--- config.mk ---
export PLATFORM = sky130hd
export DESIGN_NAME = mc64_arith
export DESIGN_NICKNAME = d
export VERILOG_FILES = /design/src/rtl/mc64_pkg.sv /design/src/rtl/mc64_adder.sv /design/src/rtl/mc64_ctrl.sv /design/src/rtl/mc64_datapath.sv /design/src/rtl/mc64_arith.sv
export SDC_FILE = /design/constraint.sdc
export NUM_CORES = 1
export LEC_CHECK = 0
export ABC_AREA = 1
export BUFFER_PORTS_ARGS = -buffer_cell sky130_fd_sc_hd__buf_2
export CAP_MARGIN = 20
export CORE_MARGIN = 2
export CORE_UTILIZATION = 35
export CTS_BUF_LIST = sky130_fd_sc_hd__clkbuf_4
export CTS_CLUSTER_SIZE = 16
export DETAILED_ROUTE_END_ITERATION = 12
export GPL_TIMING_DRIVEN = 0
export PLACE_DENSITY = 0.6
export RECOVER_POWER = 100
export SLEW_MARGIN = 20
export SYNTH_ARGS = -nofsm -noshare
export SYNTH_HDL_FRONTEND = slang
export SYNTH_SLANG_ARGS = --single-unit
--- constraint.sdc ---
create_clock -name clk -period 9.7 [get_ports clk]
set_clock_uncertainty 0.15 [all_clocks]
set_input_delay 1.94 -clock clk [delete_from_list [all_inputs] [get_ports clk]]
set_output_delay 1.94 -clock clk [all_outputs]
set_load 0.03 [all_outputs]
--- src/rtl/mc64_pkg.sv ---
package mc64_pkg;
    typedef enum logic [1:0] {
        OP_ADD  = 2'b00,
        OP_SUB  = 2'b01,
        OP_CMP  = 2'b10,
        OP_CMPX = 2'b11
    } op_e;

    typedef enum logic [1:0] {
        ST_IDLE = 2'b00,
        ST_LOW  = 2'b01,
        ST_HIGH = 2'b10,
        ST_DONE = 2'b11
    } state_e;
endpackage

--- src/rtl/mc64_adder.sv ---
module mc64_adder #(
    parameter int W = 32
) (
    input  logic [W-1:0] x,
    input  logic [W-1:0] y,
    input  logic         cin,
    output logic [W-1:0] sum,
    output logic         cout,
    output logic         ovf
);
    logic [W:0] wide;

    always_comb begin
        wide = {1'b0, x} + {1'b0, y} + {{W{1'b0}}, cin};
        sum  = wide[W-1:0];
        cout = wide[W];
        // signed overflow: like-signed inputs give a sum of the other sign
        ovf  = (x[W-1] == y[W-1]) && (sum[W-1] != x[W-1]);
    end
endmodule

--- src/rtl/mc64_ctrl.sv ---
module mc64_ctrl
    import mc64_pkg::*;
(
    input  logic clk,
    input  logic rst_n,
    input  logic start,
    output logic load,
    output logic pass_lo,
    output logic pass_hi,
    output logic busy,
    output logic done
);
    state_e state, state_nx;

    always_ff @(posedge clk or negedge rst_n) begin
        if (!rst_n) state <= ST_IDLE;
        else        state <= state_nx;
    end

    always_comb begin
        state_nx = state;
        unique case (state)
            ST_IDLE: if (start) state_nx = ST_LOW;   // accept
            ST_LOW:  state_nx = ST_HIGH;             // carry-over
            ST_HIGH: state_nx = ST_DONE;             // commit
            ST_DONE: state_nx = ST_IDLE;             // release
        endcase
    end

    always_comb begin
        load    = 1'b0;
        pass_lo = 1'b0;
        pass_hi = 1'b0;
        done    = 1'b0;
        busy    = 1'b1;
        unique case (state)
            ST_IDLE: begin busy = 1'b0; load = start; end
            ST_LOW:  pass_lo = 1'b1;
            ST_HIGH: pass_hi = 1'b1;
            ST_DONE: done = 1'b1;
        endcase
    end

    // done appears two cycles after busy rises, and lasts one cycle
    a_r7_done_timing: assert property (@(posedge clk) disable iff (!rst_n)
        $rose(busy) |-> ##2 done);
    a_r7_done_single: assert property (@(posedge clk) disable iff (!rst_n)
        done |=> !done);
    // start during busy does not disturb the pass sequence
    a_r8_busy_sequence: assert property (@(posedge clk) disable iff (!rst_n)
        pass_lo |=> pass_hi);
endmodule

--- src/rtl/mc64_datapath.sv ---
module mc64_datapath
    import mc64_pkg::*;
#(
    parameter int HALF_W = 32
) (
    input  logic              clk,
    input  logic              rst_n,
    input  logic              load,
    input  logic              pass_lo,
    input  logic              pass_hi,
    input  logic              done,
    input  logic [1:0]        op,
    input  logic [HALF_W-1:0] a_lo,
    input  logic [HALF_W-1:0] a_hi,
    input  logic [HALF_W-1:0] b_lo,
    input  logic [HALF_W-1:0] b_hi,
    output logic [HALF_W-1:0] res_lo,
    output logic [HALF_W-1:0] res_hi,
    output logic              fl_n,
    output logic              fl_z,
    output logic              fl_c,
    output logic              fl_v
);
    localparam int FULL_W = 2 * HALF_W;

    logic [FULL_W-1:0] a_q, b_q;
    op_e               op_q;
    logic              is_sub, is_cmp;
    logic [HALF_W-1:0] ax, by, sum, lo_sum_q;
    logic              cin, cout, ovf, carry_q, zlo_q;

    always_comb begin
        is_sub = 1'b1;
        is_cmp = 1'b0;
        unique case (op_q)
            OP_ADD:  is_sub = 1'b0;
            OP_SUB:  is_sub = 1'b1;
            OP_CMP,
            OP_CMPX: is_cmp = 1'b1;
        endcase
    end

    // one shared adder; lower words on the first pass, upper on the second
    always_comb begin
        ax  = pass_hi ? a_q[FULL_W-1:HALF_W] : a_q[HALF_W-1:0];
        by  = pass_hi ? b_q[FULL_W-1:HALF_W] : b_q[HALF_W-1:0];
        if (is_sub) by = ~by;
        cin = pass_hi ? carry_q : is_sub;
    end

    mc64_adder #(.W(HALF_W)) u_add (
        .x(ax), .y(by), .cin(cin), .sum(sum), .cout(cout), .ovf(ovf)
    );

    always_ff @(posedge clk or negedge rst_n) begin
        if (!rst_n) begin
            a_q      <= '0;
            b_q      <= '0;
            op_q     <= OP_ADD;
            carry_q  <= 1'b0;
            zlo_q    <= 1'b0;
            lo_sum_q <= '0;
            res_lo   <= '0;
            res_hi   <= '0;
            fl_n     <= 1'b0;
            fl_z     <= 1'b0;
            fl_c     <= 1'b0;
            fl_v     <= 1'b0;
        end else begin
            if (load) begin
                a_q  <= {a_hi, a_lo};
                b_q  <= {b_hi, b_lo};
                op_q <= op_e'(op);
            end
            if (pass_lo) begin
                carry_q  <= cout;
                zlo_q    <= (sum == '0);
                lo_sum_q <= sum;
            end
            if (pass_hi) begin
                if (!is_cmp) begin
                    res_lo <= lo_sum_q;
                    res_hi <= sum;
                end
                fl_n <= sum[HALF_W-1];
                fl_z <= zlo_q && (sum == '0);
                fl_c <= cout;
                fl_v <= ovf;
            end
        end
    end

    // a compare leaves the result untouched
    a_r4_cmp_keeps_result: assert property (@(posedge clk) disable iff (!rst_n)
        (pass_hi && is_cmp) |=> ($stable(res_lo) && $stable(res_hi)));
    // flags move only at the upper-pass commit
    a_r3_flags_only_on_high: assert property (@(posedge clk) disable iff (!rst_n)
        !pass_hi |=> $stable({fl_n, fl_z, fl_c, fl_v}));
    // for add/sub, N mirrors the top result bit when done
    a_r6_n_is_top_bit: assert property (@(posedge clk) disable iff (!rst_n)
        (done && !is_cmp) |-> (fl_n == res_hi[HALF_W-1]));
    // for add/sub, Z agrees with the whole stored result when done
    a_r5_z_both_halves: assert property (@(posedge clk) disable iff (!rst_n)
        (done && !is_cmp) |-> (fl_z == ((res_lo == '0) && (res_hi == '0))));
    // operands stay frozen while the passes run
    a_r8_operands_frozen: assert property (@(posedge clk) disable iff (!rst_n)
        (pass_lo || pass_hi) |=> ($stable(a_q) && $stable(b_q)));
endmodule

--- src/rtl/mc64_arith.sv ---
module mc64_arith #(
    parameter int HALF_W = 32
) (
    input  logic              clk,
    input  logic              rst_n,
    input  logic              start,
    input  logic [1:0]        op,
    input  logic [HALF_W-1:0] a_lo,
    input  logic [HALF_W-1:0] a_hi,
    input  logic [HALF_W-1:0] b_lo,
    input  logic [HALF_W-1:0] b_hi,
    output logic [HALF_W-1:0] result_lo,
    output logic [HALF_W-1:0] result_hi,
    output logic              flag_n,
    output logic              flag_z,
    output logic              flag_c,
    output logic              flag_v,
    output logic              busy,
    output logic              done
);
    logic load, pass_lo, pass_hi;

    mc64_ctrl u_ctrl (
        .clk(clk), .rst_n(rst_n), .start(start),
        .load(load), .pass_lo(pass_lo), .pass_hi(pass_hi),
        .busy(busy), .done(done)
    );

    mc64_datapath #(.HALF_W(HALF_W)) u_dp (
        .clk(clk), .rst_n(rst_n), .load(load),
        .pass_lo(pass_lo), .pass_hi(pass_hi), .done(done), .op(op),
        .a_lo(a_lo), .a_hi(a_hi), .b_lo(b_lo), .b_hi(b_hi),
        .res_lo(result_lo), .res_hi(result_hi),
        .fl_n(flag_n), .fl_z(flag_z), .fl_c(flag_c), .fl_v(flag_v)
    );

    // idle after reset until a start is seen
    a_r9_idle_no_done: assert property (@(posedge clk) disable iff (!rst_n)
        !busy |-> !done);
endmodule

==> flow_summary.json, run 1 <==
{
  "cts.clk_slew.worst_paths_ns": 0.07,
  "max_slew_margin": -0.966,
  "cp-start-kind": "flop",
  "cp_top_family": "buffers and inverters",
  "synth_edf_count": 0,
  "vias": 10600,
  "avgSynthCellArea_um2": 8.20,
  "critPathKind": "flop to flop",
  "wire_per_inst_um": 15.1,
  "final_net_count": 1991,
  "cp-end-kind": "flop",
  "crit_arrival_ns": 5.25,
  "grt_pass1_vias": 10700,
  "async_reset_ff_frac": 1.00,
  "ctsHtreeMaxLevel": 3,
  "drive_above_1_share": 0.205,
  "clk_latency_ns": 0.69,
  "cts_resized": 0,
  "cts_buffers": 68,
  "row_count": 69,
  "min_period_over_period": 0.493,
  "netlist_top_cells_count": "629 x nand2_1, 234 x dfrtp_1, 167 x inv_1, 130 x mux2_2, 71 x o21ai_0",
  "area_growth_pct": 18.7,
  "first_pass_iters": 5,
  "tns_ns": 0,
  "crit_fanout": 10,
  "synth_nets": 1717,
  "finalCriticalPeriod_ns": 4.78,
  "place.gp.congestion": 0.871,
  "cts-root-buf": "clkbuf_4",
  "maxCapViolations": 1,
  "drt-initial-drc-count": 572,
  "drt.antenna.violating_nets": 0,
  "drc_errors": 0,
  "crit_required_ns": 10.17,
  "setup_viol": 0,
  "grt_pass1_wl_um": 56300,
  "core-area_mm2": 0.0356,
  "hpwl_um": 27600,
  "synth.distinct_cells": 31,
  "hold_violations": 0,
  "numClockSinks": 234,
  "yosysMostFrequentCell": "nand2_1",
  "crit_top_cell": "nand2_1",
  "rsz0062_at_grt": "false",
  "tightest_slew_ns": 2.95,
  "path_cells": "inv_1 > ha_1 > clkbuf_1 > clkinv_1 > clkbuf_1 > o21ai_0 > fa_1 > inv_1 > fa_1 > nand2_1 > nand2_1 > nand3_1 > nand2_1 > xnor2_1 > nand3_1 > nor2_1 > nand3_1 > nor2_1 > nand4_1 > nand2_1",
  "crit_path_max_incr_delay_ns": 0.46,
  "dieHeight_um": 194,
  "post_cts_buffers": 0,
  "synth_top_cell_area_share": 0.462,
  "grt_usage": 0.189,
  "hold_path.class": "flop to flop",
  "run_status": "finished with violations",
  "clock.fmax_mhz": 209,
  "dieArea_mm2": 0.0377,
  "tritoncts": "built",
  "synth_area_mm2": 0.0127,
  "cts_buffer_depth": 3,
  "yosys.area.top_type": "dfrtp_1",
  "initial_utilization": 0.356,
  "ios": 203,
  "cpMaxStageDelayCell": "clkbuf_1",
  "slew_viol_final": 48,
  "violations": "max-capacitance violations, max-slew violations",
  "drt-total-wl_um": 35100,
  "yosys_most_used_dff": "dfrtp_1",
  "yosys_register_bits": 234,
  "ys_top_cells_by_area": "dfrtp_1 46%, nand2_1 19%, mux2_2 12%",
  "portBuffers": 202,
  "seq_area_frac_synth": 0.462,
  "hold_buffers": 0,
  "antenna_found_initial": 5,
  "path_buf_inv": 5,
  "viasPerCell": 4.57,
  "yosysWarnings": 0,
  "grt_overflow_total": 0,
  "synth_cells": 1546,
  "grt_max_degree": 98,
  "die_x_um": 194
}
layout by cell type, fill, tap and decap left out, types with 5 or more instances in the layout:
| cell | Yosys | routed |
|---|---|---|
| a21oi_1 | 15 | 16 |
| buf_2 | 9 | 131 |
| clkbuf_1 | 43 | 123 |
| clkbuf_4 | 0 | 94 |
| clkinv_1 | 5 | 14 |
| clkinv_2 | 0 | 5 |
| dfrtp_1 | 234 | 234 |
| ha_1 | 36 | 36 |
| inv_1 | 167 | 167 |
| mux2_2 | 130 | 130 |
| nand2_1 | 629 | 645 |
| nand3_1 | 35 | 36 |
| nand4_1 | 14 | 14 |
| nor2_1 | 65 | 67 |
| o21ai_0 | 71 | 71 |
| xnor2_1 | 6 | 6 |
| xor2_1 | 33 | 33 |
sequential cells by signal (all words and copies together) (netlist names), 2 cells and up:
name / count
u_ctrl.state: 2
u_dp.res_lo: 32
u_dp.b_q: 64
u_dp.lo_sum_q: 32
u_dp.res_hi: 32
u_dp.a_q: 64
u_dp.op_q: 2
final timing paths:
check | to | from | cells after the start | slack [ns]
worst min-delay path | u_dp.res_lo[6]$_DFFE_PN0P_ | u_dp.res_lo[6]$_DFFE_PN0P_ | 2 | 0.32
worst min register to register | u_dp.res_lo[6]$_DFFE_PN0P_ | u_dp.res_lo[6]$_DFFE_PN0P_ | 2 | 0.32
max in group asynchronous | u_dp.res_hi[13]$_DFFE_PN0P_ | rst_n | 1 | 5.64
worst max register to register | u_dp.fl_z$_DFFE_PN0P_ | u_ctrl.state[0]$_DFFE_PN0P_ | 20 | 4.92
worst max-delay path | u_dp.fl_z$_DFFE_PN0P_ | u_ctrl.state[0]$_DFFE_PN0P_ | 20 | 4.92
min in group asynchronous | u_dp.lo_sum_q[3]$_DFFE_PN0N_ | rst_n | 1 | 2.06
per-layer routing:
layer / GRT usage / vias up / part of all wire
met1: 0.262 / 4893 / 0.48
met2: 0.296 / 269 / 0.44
li1: - / 5411 / -
met3: 0.0438 / 54 / 0.057
met5: 0 / - / 0.00083
met4: 0.0572 / 6 / 0.018
through the flow:
step / hold WS (ns) / util / instance area, um2 / setup slack (ns) / cells
6_report: 0.321 / 0.423 / 15000 / 4.92 / 2325
5_1_grt: 0.342 / 0.423 / 15000 / 4.38 / 2325
4_1_cts: 0.321 / 0.428 / 15200 / 5.06 / 2323
3_5_place_dp: 0.307 / 0.403 / 14300 / 5.10 / 2211
3_3_place_gp: 0.300 / 0.401 / 14300 / 2.37 / 2209
2_1_floorplan: 0.299 / - / 12700 / 6.30 / 1546
logic make-up after synthesis:
| family | count (synthesis) | share of synthesized area |
|---|---|---|
| AND/OR/NAND/NOR | 788 | 0.251 |
| flip-flops | 234 | 0.462 |
| buffers and inverters | 225 | 0.0675 |
| multiplexers | 132 | 0.117 |
| AO/OA/AOI/OAI | 90 | 0.0362 |
| XOR/XNOR | 39 | 0.0270 |
| adder cells (fa/ha/maj) | 38 | 0.0387 |
worst reg2reg max path: cells and delay by family, from the launching register on:
family,cells,cell delay [ns]
DFF,1,0.41
adders and majority gates,3,0.85
AOI/OAI and AO/OA,1,0.34
buffers and inverters,5,1.42
and+or+nand+nor,10,1.15
xor gates and xnor gates,1,0.43
area by class of cell:
type,count,area [um2]
Fill cell,3747,20500
Multi-Input combinational cell,1087,5900
Sequential cell,234,5860
Timing Repair Buffer,204,976
Clock buffer,94,706
Inverter,173,649
Tap cell,461,577
Buffer,52,196
Clock inverter,18,179
Antenna cell,2,5.00
Power of run 1 is not shown: default switching activity piles up to over one toggle a cycle in this logic, so the estimate is an artifact.
==> run 2, diff against run 1 <==
--- a/config.mk
+++ b/config.mk
@@ -14,7 +14,7 @@
 export CTS_CLUSTER_SIZE = 16
 export DETAILED_ROUTE_END_ITERATION = 12
 export GPL_TIMING_DRIVEN = 0
-export PLACE_DENSITY = 0.6
+export PLACE_DENSITY = 0.62
 export RECOVER_POWER = 100
 export SLEW_MARGIN = 20
 export SYNTH_ARGS = -nofsm -noshare
==> constraint.sdc (replaced) <==
create_clock -name clk -period 4.24 [get_ports clk]
set_clock_uncertainty 0.15 [all_clocks]
set_input_delay 0.848 -clock clk [delete_from_list [all_inputs] [get_ports clk]]
set_output_delay 0.848 -clock clk [all_outputs]
set_load 0.03 [all_outputs]
==> flow_summary.json, run 2 (synthesized netlist as in run 1, its figures left out) <==
{
  "maxCapViolations": 1,
  "grt_pass1_wl_um": 55200,
  "final_net_count": 1992,
  "dp_cells": 2211,
  "mostFrequentLayoutCell": "nand2_1",
  "grt_overflow_total": 0,
  "wire_per_inst_um": 15.0,
  "drc_errors": 0,
  "area_growth_pct": 18.9,
  "tritoncts": "built",
  "cts_buffers": 66,
  "slew_viol_final": 52,
  "drt-initial-drc-count": 517,
  "violations": "max-capacitance violations, max-slew violations",
  "run_status": "finished with violations",
  "cts-root-buf": "clkbuf_4",
  "cp-start-kind": "flop",
  "path_cells": "inv_1 > ha_1 > clkbuf_4 > clkinv_2 > clkbuf_4 > nand2_1 > nand2_1 > xor2_1 > fa_1 > inv_2 > fa_2 > nand2_1 > a21oi_2 > buf_4 > xnor2_1 > nand3_1 > nor2_1 > nand3_1 > nor2_1 > nand4_1 > nand2_1",
  "numClockSinks": 234,
  "hold_path.class": "primary input to flop",
  "first_pass_iters": 5,
  "crit_required_ns": 4.71,
  "clock.fmax_mhz": 249,
  "core-area_mm2": 0.0356,
  "viasPerCell": 4.58,
  "initial_utilization": 0.356,
  "crit_path_max_incr_delay_ns": 0.44,
  "final_cell_mix": "628 x nand2_1, 234 x dfrtp_1, 166 x inv_1, 138 x buf_2, 130 x mux2_2",
  "fin_cells": 2319,
  "tns_ns": 0,
  "cts_buffer_depth": 3,
  "reg.largest.list": "u_dp.a_q: 64 flops, u_dp.b_q: 64 flops",
  "placed_area_mm2": 0.0143,
  "cp-end-kind": "flop",
  "crit_start": "u_ctrl.state[0]$_DFFE_PN0P_",
  "place.gp.congestion": 0.882,
  "drt.antenna.violating_nets": 0,
  "min_period_over_period": 0.949,
  "hpwl_um": 27600,
  "die_x_um": 194,
  "drive_above_1_share": 0.227,
  "grt_usage": 0.186,
  "dieHeight_um": 194,
  "cts.clk_slew.worst_paths_ns": 0.06,
  "utilization": 0.424,
  "critPathKind": "flop to flop",
  "portBuffers": 202,
  "cpMaxStageDelayCell": "fa_1",
  "hold_violations": 0,
  "finalCriticalPeriod_ns": 4.02,
  "vias": 10600,
  "row_count": 69,
  "crit_arrival_ns": 4.49,
  "grt_pass1_vias": 10600,
  "clk_latency_ns": 0.71,
  "dieArea_mm2": 0.0377,
  "crit_top_cell": "nand2_1",
  "drt-total-wl_um": 34700,
  "ios": 203,
  "fin_area_mm2": 0.0151,
  "crit_fanout": 10,
  "antenna_found_initial": 4,
  "tightest_slew_ns": 3.06,
  "reg2reg_from": "u_ctrl.state[0]$_DFFE_PN0P_",
  "ctsHtreeMaxLevel": 3,
  "setup_viol": 0,
  "grt_max_degree": 93,
  "rsz0062_at_grt": "true",
  "max_slew_margin": -1.04,
  "holdCritStartpoint": "a_hi[24]"
}
[run 2: path summary, 6_finish.rpt]
check	cells after the start	slack [ns]	end
min in group asynchronous	2	1.58	u_dp.res_lo[4]$_DFFE_PN0P_
hold reg to reg	2	0.32	u_dp.res_lo[17]$_DFFE_PN0P_
setup / recovery	21	0.22	u_dp.fl_z$_DFFE_PN0P_
setup reg to reg	21	0.22	u_dp.fl_z$_DFFE_PN0P_
hold / removal	2	0.22	u_dp.a_q[56]$_DFFE_PN0P_
max in group asynchronous	2	0.62	u_dp.a_q[38]$_DFFE_PN0P_
[run 2: per-layer routing]
layer,wire length (um),share of wire,vias to the layer above,global-route usage
li1,-,-,5405,-
met1,16200,0.47,4871,0.252
met2,15700,0.45,289,0.296
met3,2060,0.059,61,0.0433
met4,646,0.019,6,0.0586
met5,37,0.0011,-,0
[run 2: stage by stage]
stage,setup WS (ns),hold WS (ns)
global placement,-1.98,0.299
CTS,0.00280,0.123
floorplan,0.843,0.299
finish,0.218,0.220
detailed placement,-0.354,0.303
global route,-0.0711,0.148
[run 2: critical path: cells and delay by family (launching register included)]
family                   cells  cell delay, ns
buffers and inverters        6            0.97
AND/OR/NAND/NOR              9            0.90
adder cells (fa/ha/maj)      3            0.84
flip-flops                   1            0.41
XOR/XNOR                     2            0.40
AO/OA/AOI/OAI                1            0.24
[run 2: layout make-up]
type                       count  area, um2
multi-input combinational   1087       5990
antenna                        1       2.50
clock inverter                12       73.8
clock buffer                  92        691
fill                        3780      20500
inverter                     173        651
buffer                        52        224
tap                          461        577
sequential                   234       5860
timing repair buffer         207       1000
[run 2: repair_timing]
| action | CTS | global route |
|---|---|---|
| buffers inserted | 0 | 2 |
| endpoints found under the hold margin | 51 | 0 |
| gates resized for setup | 8 | 28 |
| gates cloned | 0 | 0 |
| hold buffers | 1 | 0 |
| pin swaps | 0 | 1 |
| endpoints found under the setup margin | 12 | 13 |
Power of run 2 is left out for the same reason.
